**config.mk**
```make
export PLATFORM = sky130hd
export DESIGN_NAME = exc_state_regs
export DESIGN_NICKNAME = d
export VERILOG_FILES = /design/src/rtl/exc_pkg.sv /design/src/rtl/exc_status_stack.sv /design/src/rtl/exc_cause_pend.sv /design/src/rtl/exc_addr_regs.sv /design/src/rtl/exc_state_regs.sv
export SDC_FILE = /design/constraint.sdc
export NUM_CORES = 1
export LEC_CHECK = 0
export BUFFER_PORTS_ARGS = -buffer_cell sky130_fd_sc_hd__buf_2
export CAP_MARGIN = 20
export CORE_UTILIZATION = 55
export DETAILED_ROUTE_END_ITERATION = 8
export PLACE_DENSITY = 0.88
export SLEW_MARGIN = 20
export SYNTH_ARGS = -nofsm -noshare
export SYNTH_HDL_FRONTEND = slang
export SYNTH_SLANG_ARGS = --single-unit
```
**constraint.sdc**
```tcl
create_clock -name clk -period 5.1 [get_ports clk]
set_input_delay 1.02 -clock clk [delete_from_list [all_inputs] [get_ports clk]]
set_output_delay 1.02 -clock clk [all_outputs]
set_load 0.01 [all_outputs]
```
**src/rtl/exc_pkg.sv**
```systemverilog
package exc_pkg;
  localparam int XLEN      = 32;
  localparam int REG_AW    = 5;
  localparam int STACK_LVL = 3;
  localparam int STACK_W   = 2 * STACK_LVL;
  localparam int MASK_LO   = 8;
  localparam int MASK_W    = 8;
  localparam int PEND_LO   = 10;
  localparam int PEND_W    = 6;
  localparam int CODE_LO   = 2;
  localparam int CODE_W    = 4;

  localparam logic [REG_AW-1:0] NUM_BAD  = 5'd8;
  localparam logic [REG_AW-1:0] NUM_STAT = 5'd12;
  localparam logic [REG_AW-1:0] NUM_CAUS = 5'd13;
  localparam logic [REG_AW-1:0] NUM_EPC  = 5'd14;

  typedef struct packed {
    logic wr_bad;
    logic wr_stat;
    logic wr_caus;
    logic wr_epc;
  } wr_sel_t;
endpackage

```
**src/rtl/exc_status_stack.sv**
```systemverilog
module exc_status_stack
  import exc_pkg::*;
(
  input  logic            clk,
  input  logic            rst_n,
  input  logic            push,
  input  logic            pop,
  input  logic            we,
  input  logic [XLEN-1:0] wdata,
  output logic [XLEN-1:0] status_o
);
  logic [STACK_W-1:0] stk_q;
  logic [MASK_W-1:0]  mask_q;
  logic [STACK_W-1:0] push_v, pop_v;

  assign push_v = {stk_q[STACK_W-3:0], 2'b00};
  assign pop_v  = {stk_q[STACK_W-1 -: 2], stk_q[STACK_W-1:2]};

  always_ff @(posedge clk) begin
    if (!rst_n) begin
      stk_q  <= '0;
      mask_q <= '0;
    end else if (push) begin
      stk_q <= push_v;
    end else if (pop) begin
      stk_q <= pop_v;
    end else if (we) begin
      stk_q  <= wdata[STACK_W-1:0];
      mask_q <= wdata[MASK_LO +: MASK_W];
    end
  end

  always_comb begin
    status_o = '0;
    status_o[STACK_W-1:0] = stk_q;
    status_o[MASK_LO +: MASK_W] = mask_q;
  end

  // push shifts the stack up and enters kernel mode with interrupts off
  p_push_shift_r4: assert property (@(posedge clk) disable iff (!rst_n)
    push |=> (status_o[STACK_W-1:0] == {$past(status_o[STACK_W-3:0]), 2'b00}));
  p_push_mask_r4: assert property (@(posedge clk) disable iff (!rst_n)
    push |=> $stable(status_o[MASK_LO +: MASK_W]));
  // pop restores the previous pair and duplicates the old pair
  p_pop_shift_r7: assert property (@(posedge clk) disable iff (!rst_n)
    (pop && !push) |=> (status_o[STACK_W-3:0] == $past(status_o[STACK_W-1:2])) &&
                       (status_o[STACK_W-1 -: 2] == $past(status_o[STACK_W-1 -: 2])));
  p_pop_mask_r7: assert property (@(posedge clk) disable iff (!rst_n)
    pop |=> $stable(status_o[MASK_LO +: MASK_W]));
endmodule

```
**src/rtl/exc_cause_pend.sv**
```systemverilog
module exc_cause_pend
  import exc_pkg::*;
(
  input  logic              clk,
  input  logic              rst_n,
  input  logic              take,
  input  logic [CODE_W-1:0] code_in,
  input  logic              we,
  input  logic [XLEN-1:0]   wdata,
  input  logic [PEND_W-1:0] irq_in,
  output logic [XLEN-1:0]   cause_o,
  output logic [PEND_W-1:0] pend_o
);
  logic [CODE_W-1:0] code_q;
  logic [PEND_W-1:0] pend_q;
  logic [PEND_W-1:0] pend_base;

  assign pend_base = we ? wdata[PEND_LO +: PEND_W] : pend_q;

  always_ff @(posedge clk) begin
    if (!rst_n) begin
      code_q <= '0;
      pend_q <= '0;
    end else begin
      pend_q <= pend_base | irq_in;
      if (take) code_q <= code_in;
    end
  end

  always_comb begin
    cause_o = '0;
    cause_o[CODE_LO +: CODE_W] = code_q;
    cause_o[PEND_LO +: PEND_W] = pend_q;
  end
  assign pend_o = pend_q;

  // pending bits are sticky unless software writes cause
  p_pend_sticky_r8: assert property (@(posedge clk) disable iff (!rst_n)
    !we |=> ((pend_o & $past(pend_o)) == $past(pend_o)));
  // a request line sets its bit at the next edge
  p_pend_set_r8: assert property (@(posedge clk) disable iff (!rst_n)
    1'b1 |=> ((pend_o & $past(irq_in)) == $past(irq_in)));
  // the code field changes only on exception entry
  p_code_hold_r9: assert property (@(posedge clk) disable iff (!rst_n)
    !take |=> $stable(cause_o[CODE_LO +: CODE_W]));
endmodule

```
**src/rtl/exc_addr_regs.sv**
```systemverilog
module exc_addr_regs
  import exc_pkg::*;
(
  input  logic            clk,
  input  logic            rst_n,
  input  logic            take,
  input  logic            mem_fault,
  input  logic [XLEN-1:0] pc_in,
  input  logic [XLEN-1:0] bad_in,
  input  logic            we_epc,
  input  logic            we_bad,
  input  logic [XLEN-1:0] wdata,
  output logic [XLEN-1:0] epc_o,
  output logic [XLEN-1:0] bad_o
);
  logic [XLEN-1:0] epc_q, bad_q;

  always_ff @(posedge clk) begin
    if (!rst_n) begin
      epc_q <= '0;
      bad_q <= '0;
    end else begin
      if (take)        epc_q <= pc_in;
      else if (we_epc) epc_q <= wdata;
      if (take && mem_fault) bad_q <= bad_in;
      else if (we_bad)       bad_q <= wdata;
    end
  end

  assign epc_o = epc_q;
  assign bad_o = bad_q;

  // entry captures the faulting PC
  p_epc_load_r5: assert property (@(posedge clk) disable iff (!rst_n)
    take |=> (epc_o == $past(pc_in)));
  // the bad address holds unless a memory fault or a write reaches it
  p_bad_hold_r6: assert property (@(posedge clk) disable iff (!rst_n)
    (!(take && mem_fault) && !we_bad) |=> $stable(bad_o));
endmodule

```
**src/rtl/exc_state_regs.sv**
```systemverilog
module exc_state_regs
  import exc_pkg::*;
(
  input  logic              clk,
  input  logic              rst_n,
  input  logic              reg_we,
  input  logic [REG_AW-1:0] reg_num,
  input  logic [XLEN-1:0]   reg_wdata,
  output logic [XLEN-1:0]   reg_rdata,
  input  logic              exc_take,
  input  logic [XLEN-1:0]   exc_pc,
  input  logic [CODE_W-1:0] exc_code,
  input  logic              exc_mem,
  input  logic [XLEN-1:0]   exc_badaddr,
  input  logic              exc_ret,
  input  logic [PEND_W-1:0] irq_lines,
  output logic              irq_req
);
  wr_sel_t           sel;
  logic              sw_ok;
  logic [XLEN-1:0]   status_w, cause_w, epc_w, bad_w;
  logic [PEND_W-1:0] pend_w;

  assign sw_ok = reg_we && !exc_take;

  always_comb begin
    sel.wr_bad  = sw_ok && (reg_num == NUM_BAD);
    sel.wr_stat = sw_ok && !exc_ret && (reg_num == NUM_STAT);
    sel.wr_caus = sw_ok && (reg_num == NUM_CAUS);
    sel.wr_epc  = sw_ok && (reg_num == NUM_EPC);
  end

  exc_status_stack u_stat (
    .clk(clk), .rst_n(rst_n), .push(exc_take), .pop(exc_ret),
    .we(sel.wr_stat), .wdata(reg_wdata), .status_o(status_w)
  );

  exc_cause_pend u_caus (
    .clk(clk), .rst_n(rst_n), .take(exc_take), .code_in(exc_code),
    .we(sel.wr_caus), .wdata(reg_wdata), .irq_in(irq_lines),
    .cause_o(cause_w), .pend_o(pend_w)
  );

  exc_addr_regs u_addr (
    .clk(clk), .rst_n(rst_n), .take(exc_take), .mem_fault(exc_mem),
    .pc_in(exc_pc), .bad_in(exc_badaddr), .we_epc(sel.wr_epc),
    .we_bad(sel.wr_bad), .wdata(reg_wdata), .epc_o(epc_w), .bad_o(bad_w)
  );

  always_comb begin
    unique case (reg_num)
      NUM_BAD:  reg_rdata = bad_w;
      NUM_STAT: reg_rdata = status_w;
      NUM_CAUS: reg_rdata = cause_w;
      NUM_EPC:  reg_rdata = epc_w;
      default:  reg_rdata = '0;
    endcase
  end

  assign irq_req = (|(pend_w & status_w[PEND_LO +: PEND_W])) & status_w[0];

  // no request while the current enable bit is clear or nothing is pending
  p_irq_gate_r10: assert property (@(posedge clk) disable iff (!rst_n)
    irq_req |-> (status_w[0] && (|pend_w)));
  // entry suppresses software writes to the exception PC
  p_take_wins_r11: assert property (@(posedge clk) disable iff (!rst_n)
    (exc_take && reg_we && reg_num == NUM_EPC) |=> (epc_w == $past(exc_pc)));
endmodule

```
After elaboration in Yosys (flattened, before gate mapping):

Index checks and enable logic that the tools add are counted.

* word-level logic and storage cells: 46
* output and inout bits: 33
* input bits: 117
* register bits after elaboration: 88

* muxes and demuxes: 9
* equality and inequality tests: 5
* bitwise gates (word level): 6
* reductions and logical operators: 18

Operators by type and width (number)
* $mux W32: 4
* $pmux W32 S4: 1
* $mux W6: 4
* $eq A5 B4 Y1 const B: 4
* $reduce_bool A2 Y1: 4
* $logic_and A1 B1 Y1: 7
* $and A6 B6 Y6: 1
* $or A6 B6 Y6: 1
* $reduce_or A6 Y1: 1
* $not A1 Y1: 3
* $reduce_and A3 Y1: 1
* $reduce_bool A3 Y1: 1
* $logic_not A1 Y1: 2
* $ne A2 B2 Y1 const B: 1
* $reduce_and A2 Y1: 1
* $reduce_or A2 Y1: 1
* $and A1 B1 Y1: 1

Logic depth before layout (Yosys ltp):

* depth in word-level cells: 7
* depth in mapped cells: 6
* mapped depth without buffers: 3

Hierarchy:

From an unflattened synthesis, not the netlist that was laid out.

* cell total of the unflattened synthesis: 575
* area total of the unflattened synthesis: 6208.5 µm²

By module, submodules not included
* exc_addr_regs: cells each 291, area each 3584.7 µm², instances 1, seq. area each 1281.2 µm²
* exc_state_regs: cells each 131, area each 1192.4 µm², instances 1, seq. area each 0.0 µm²
* exc_status_stack: cells each 91, area each 797.0 µm², instances 1, seq. area each 280.3 µm²
* exc_cause_pend: cells each 62, area each 634.4 µm², instances 1, seq. area each 200.2 µm²

Worst setup path before layout:

OpenSTA, ideal clock, no wires.

* path kind: in2out
* start point: input reg_num[0]
* end point: output reg_rdata[0]
* data required time: 4080 ps
* path buffers: 3
* setup slack: 1823 ps
* stages: 6
* arrival: 2257 ps
* cells stage by stage: buf_4 > or4b_4 > buf_6 > nor2_8 > buf_8 > a221o_1

* word-level cells in the longest chain between the ends: 2
* elaborated cells on any way between the ends: 5
* those cells by class: 4 x eq/ne; 1 x mux

RTL lines
* start: declaration: line exc_state_regs.sv:7 `input logic [REG_AW-1:0] reg_num,`
* $eq A5 B4 Y1: line exc_state_regs.sv:51 `unique case (reg_num)`
* $pmux W32 S4 *: line exc_state_regs.sv:51
* end: declaration: line exc_state_regs.sv:9 `output logic [XLEN-1:0] reg_rdata,`

Mark *: on every way between the ends. The rest lies on a longest branch, timed or not.

Final worst setup path:

* start point: input reg_num[1]
* end point: output reg_rdata[4]

Same word-level chain as after synthesis.

==> results.py <==
metrics = {
    "placed_design": {
        "dpl-instance-area_um2": 5360,
        "gp_congestion": 0.981,
        "io_buffer_count": 149,
        "placedCellCount": 786,
        "hpwl_um": 10700,
    },
    "layout": {
        "final_nets": 809,
        "diodes": 0,
        "area_growth_pct": 17.4,
        "mostFrequentLayoutCell": "buf_2",
        "final_area_um2": 5560,
        "most-common-layout-cells": "149 x buf_2, 88 x o21ai_0, 88 x dfxtp_1",
        "post-route-util_pct": 67.4,
        "drive_gt1_share_pct": 27.1,
        "instances_no_fill": 802,
        "multi_input_area_um2": 2560,
        "seqCellArea_um2": 1760,
        "fillCellCount": 712,
    },
    "floorplanning": {
        "start_util_pct": 57.4,
        "num_rows": 33,
        "die_area_um2": 8990,
        "die_h_um": 94.8,
        "top_level_ports": 150,
        "core_area_um2": 8260,
        "chipWidth_um": 94.8,
    },
    "route": {
        "vias_per_cell": 6.76,
        "route.detailed.wl_per_inst_um": 20.0,
        "dr.pass1.iters": 6,
        "ant_nets": 0,
        "vias": 5419,
        "wirelength_um": 16100,
        "drc": 0,
        "drt_iter0_drc": 622,
    },
    "hold_path": {
        "hold_depth": 2,
        "worstHoldEndpoint": "u_addr.epc_o[17]",
        "hp-class": "reg2reg",
        "hp-start": "u_addr.epc_o[17]",
    },
    "grt": {
        "grtUsageTotal_pct": 35.7,
        "antenna_found_initial": 0,
        "overflow": 0,
        "grt_max_degree": 73,
        "grt_pass1_vias": 5057,
        "grt_pass1_wl_um": 25100,
    },
    "timing": {
        "rsz0062_at_grt": "no",
        "hold_viol_final": 0,
        "setup_tns_ns": 0,
        "worst_hold_slack_ns": 0.484,
        "period_share_pct": 73.1,
        "max-slew-margin-rel_pct": 26.1,
        "report.final.slew_viol_count": 0,
        "fin_crit_ns": 3.73,
        "clock.fmax_ghz": 0.268,
        "finClkSkew_ns": 0.00507,
        "finalSetupViolCount": 0,
        "worst_pin_slew_ns": 1.10,
    },
    "yosys": {
        "ys_ff_latch": 88,
        "ys_types": 50,
        "synth_edf_count": 0,
        "syn-instance-count": 587,
        "synth_area_um2": 4740,
        "avgSynthCellArea_um2": 8.07,
        "synth_warnings": 0,
        "ys_seq_area_share_pct": 37.2,
        "async_flop_share_pct": 0,
        "syn_nets": 704,
        "synth_ff_type": "dfxtp_1",
    },
    "setup_path": {
        "path_buf_inv": 3,
        "timing.rr.end": "u_stat.stk_q[3]",
        "worstPathMaxFanout": 36,
        "worstPathRequired_ns": 4.08,
        "critPathTopFamily": "buffers and inverters",
        "critical_path_class": "in2out",
        "start_kind": "primary input",
        "rr_startpoint": "u_stat.stk_q[5]",
        "crit_path_max_incr_delay_ns": 0.40,
        "cp_cell_sequence": "buf_2, nor4b_4, buf_4, nand2b_1, o2111ai_1, buf_2",
        "arrival_ns": 2.71,
        "r2r_slack_ns": 4.10,
        "crit_top_cell": "buf_2",
        "reg2reg_depth": 3,
        "crit_path_end_kind": "output port",
        "crit_slowest_cell": "buf_4",
    },
    "clock_tree": {
        "cts_root_buffer": "clkbuf_8",
        "cts_htree_levels": 3,
        "clk_pin_slew_ns": 0.10,
        "numCtsBuffers": 9,
        "cts.sinks": 88,
        "clock_path_buffers": 2,
        "cts_tree": "done",
        "worstSkewPairLatency_ns": 0.37,
        "hold_buffers": 0,
        "post_cts_resized": 0,
        "post-cts-setup-buffers": 0,
    },
    "job": {
        "cap_violations": 0,
    },
    "pwr": {
        "p_per_area_nw_per_um2": 270,
        "power_leakage_nw": 2.21,
        "ir_drop_mv": 0.153,
    },
    "run_status": {
        "outcome": "finished clean",
    },
}
## kinds of logic after synthesis
logic type / synth area share (%)
flops: 37.2
simple gates: 16.4
mux: 1.06
compound gates: 36.3
buf+inv: 9.00
## flip-flops by register name, indices dropped and copies added, names as in the netlist
signal         cells
u_addr.bad_o      32
u_addr.epc_o      32
u_caus.code_q      4
u_caus.pend_o      6
u_stat.mask_q      8
u_stat.stk_q       6
## worst min-delay path, cell delays in order (launching register included)
cell	delay, ns
dfxtp_1	0.32
o21ai_0	0.06
a21oi_1	0.06
## per-stage QoR
stage,total power [mW],worst slack (ns)
6_report,1.50,1.37
5_1_grt,1.55,1.32
4_1_cts,1.49,1.41
3_5_place_dp,1.00,1.42
3_3_place_gp,0.989,1.47
2_1_floorplan,0.903,1.82
## layer usage
layer	GRT usage, %	vias to the layer above	share of wire (%)
li1	-	2449	-
met1	48.1	2526	39
met2	57.1	396	47
met3	5.39	48	11
met4	14.1	0	2.6
met5	0	-	0
## report_power, final
part	switching, mW	internal [mW]	leakage, nW
Clock	0.278	0.231	0.0925
Combinational	0.146	0.0917	1.39
Sequential	0.0262	0.730	0.727
Total	0.450	1.05	2.21
## synth_stat cells (3+ instances only)
cell	number	area, µm²
dfxtp_1	88	1760
o21ai_0	88	440
nand3_1	52	260
nand2_1	44	165
clkbuf_1	38	143
a31oi_1	35	219
a21oi_1	33	165
a211oi_1	28	210
a311oi_1	24	210
a22o_1	19	166
nor2_1	19	71.3
inv_1	13	48.8
nor3_1	12	60.1
buf_2	11	55.1
o2111ai_1	9	78.8
buf_6	8	90.1
buf_4	6	45.0
o311a_1	6	60.1
mux2i_1	5	50.1
a221o_1	4	40.0
and3_1	4	25.0
a22oi_1	3	22.5
and2_1	3	18.8
buf_1	3	11.3
## how the worst max path moves through the flow
stage,from,end,cells after the start
detailed placement,reg_num[1],reg_rdata[0],5
floorplan,reg_num[0],reg_rdata[0],6
global placement,reg_num[1],reg_rdata[9],5
global route,reg_num[1],reg_rdata[4],6
CTS,reg_num[1],reg_rdata[9],7
finish,reg_num[1],reg_rdata[4],6
## final cells by class
cell class,count,area share [%]
clock buffers,9,2.23
flip-flops and latches,88,31.7
well taps,105,2.36
multi-input cells,417,46.0
inverters,14,0.945
repair buffers,162,15.4
clock inverters,7,1.42
Power figures use the tool's default switching activity.
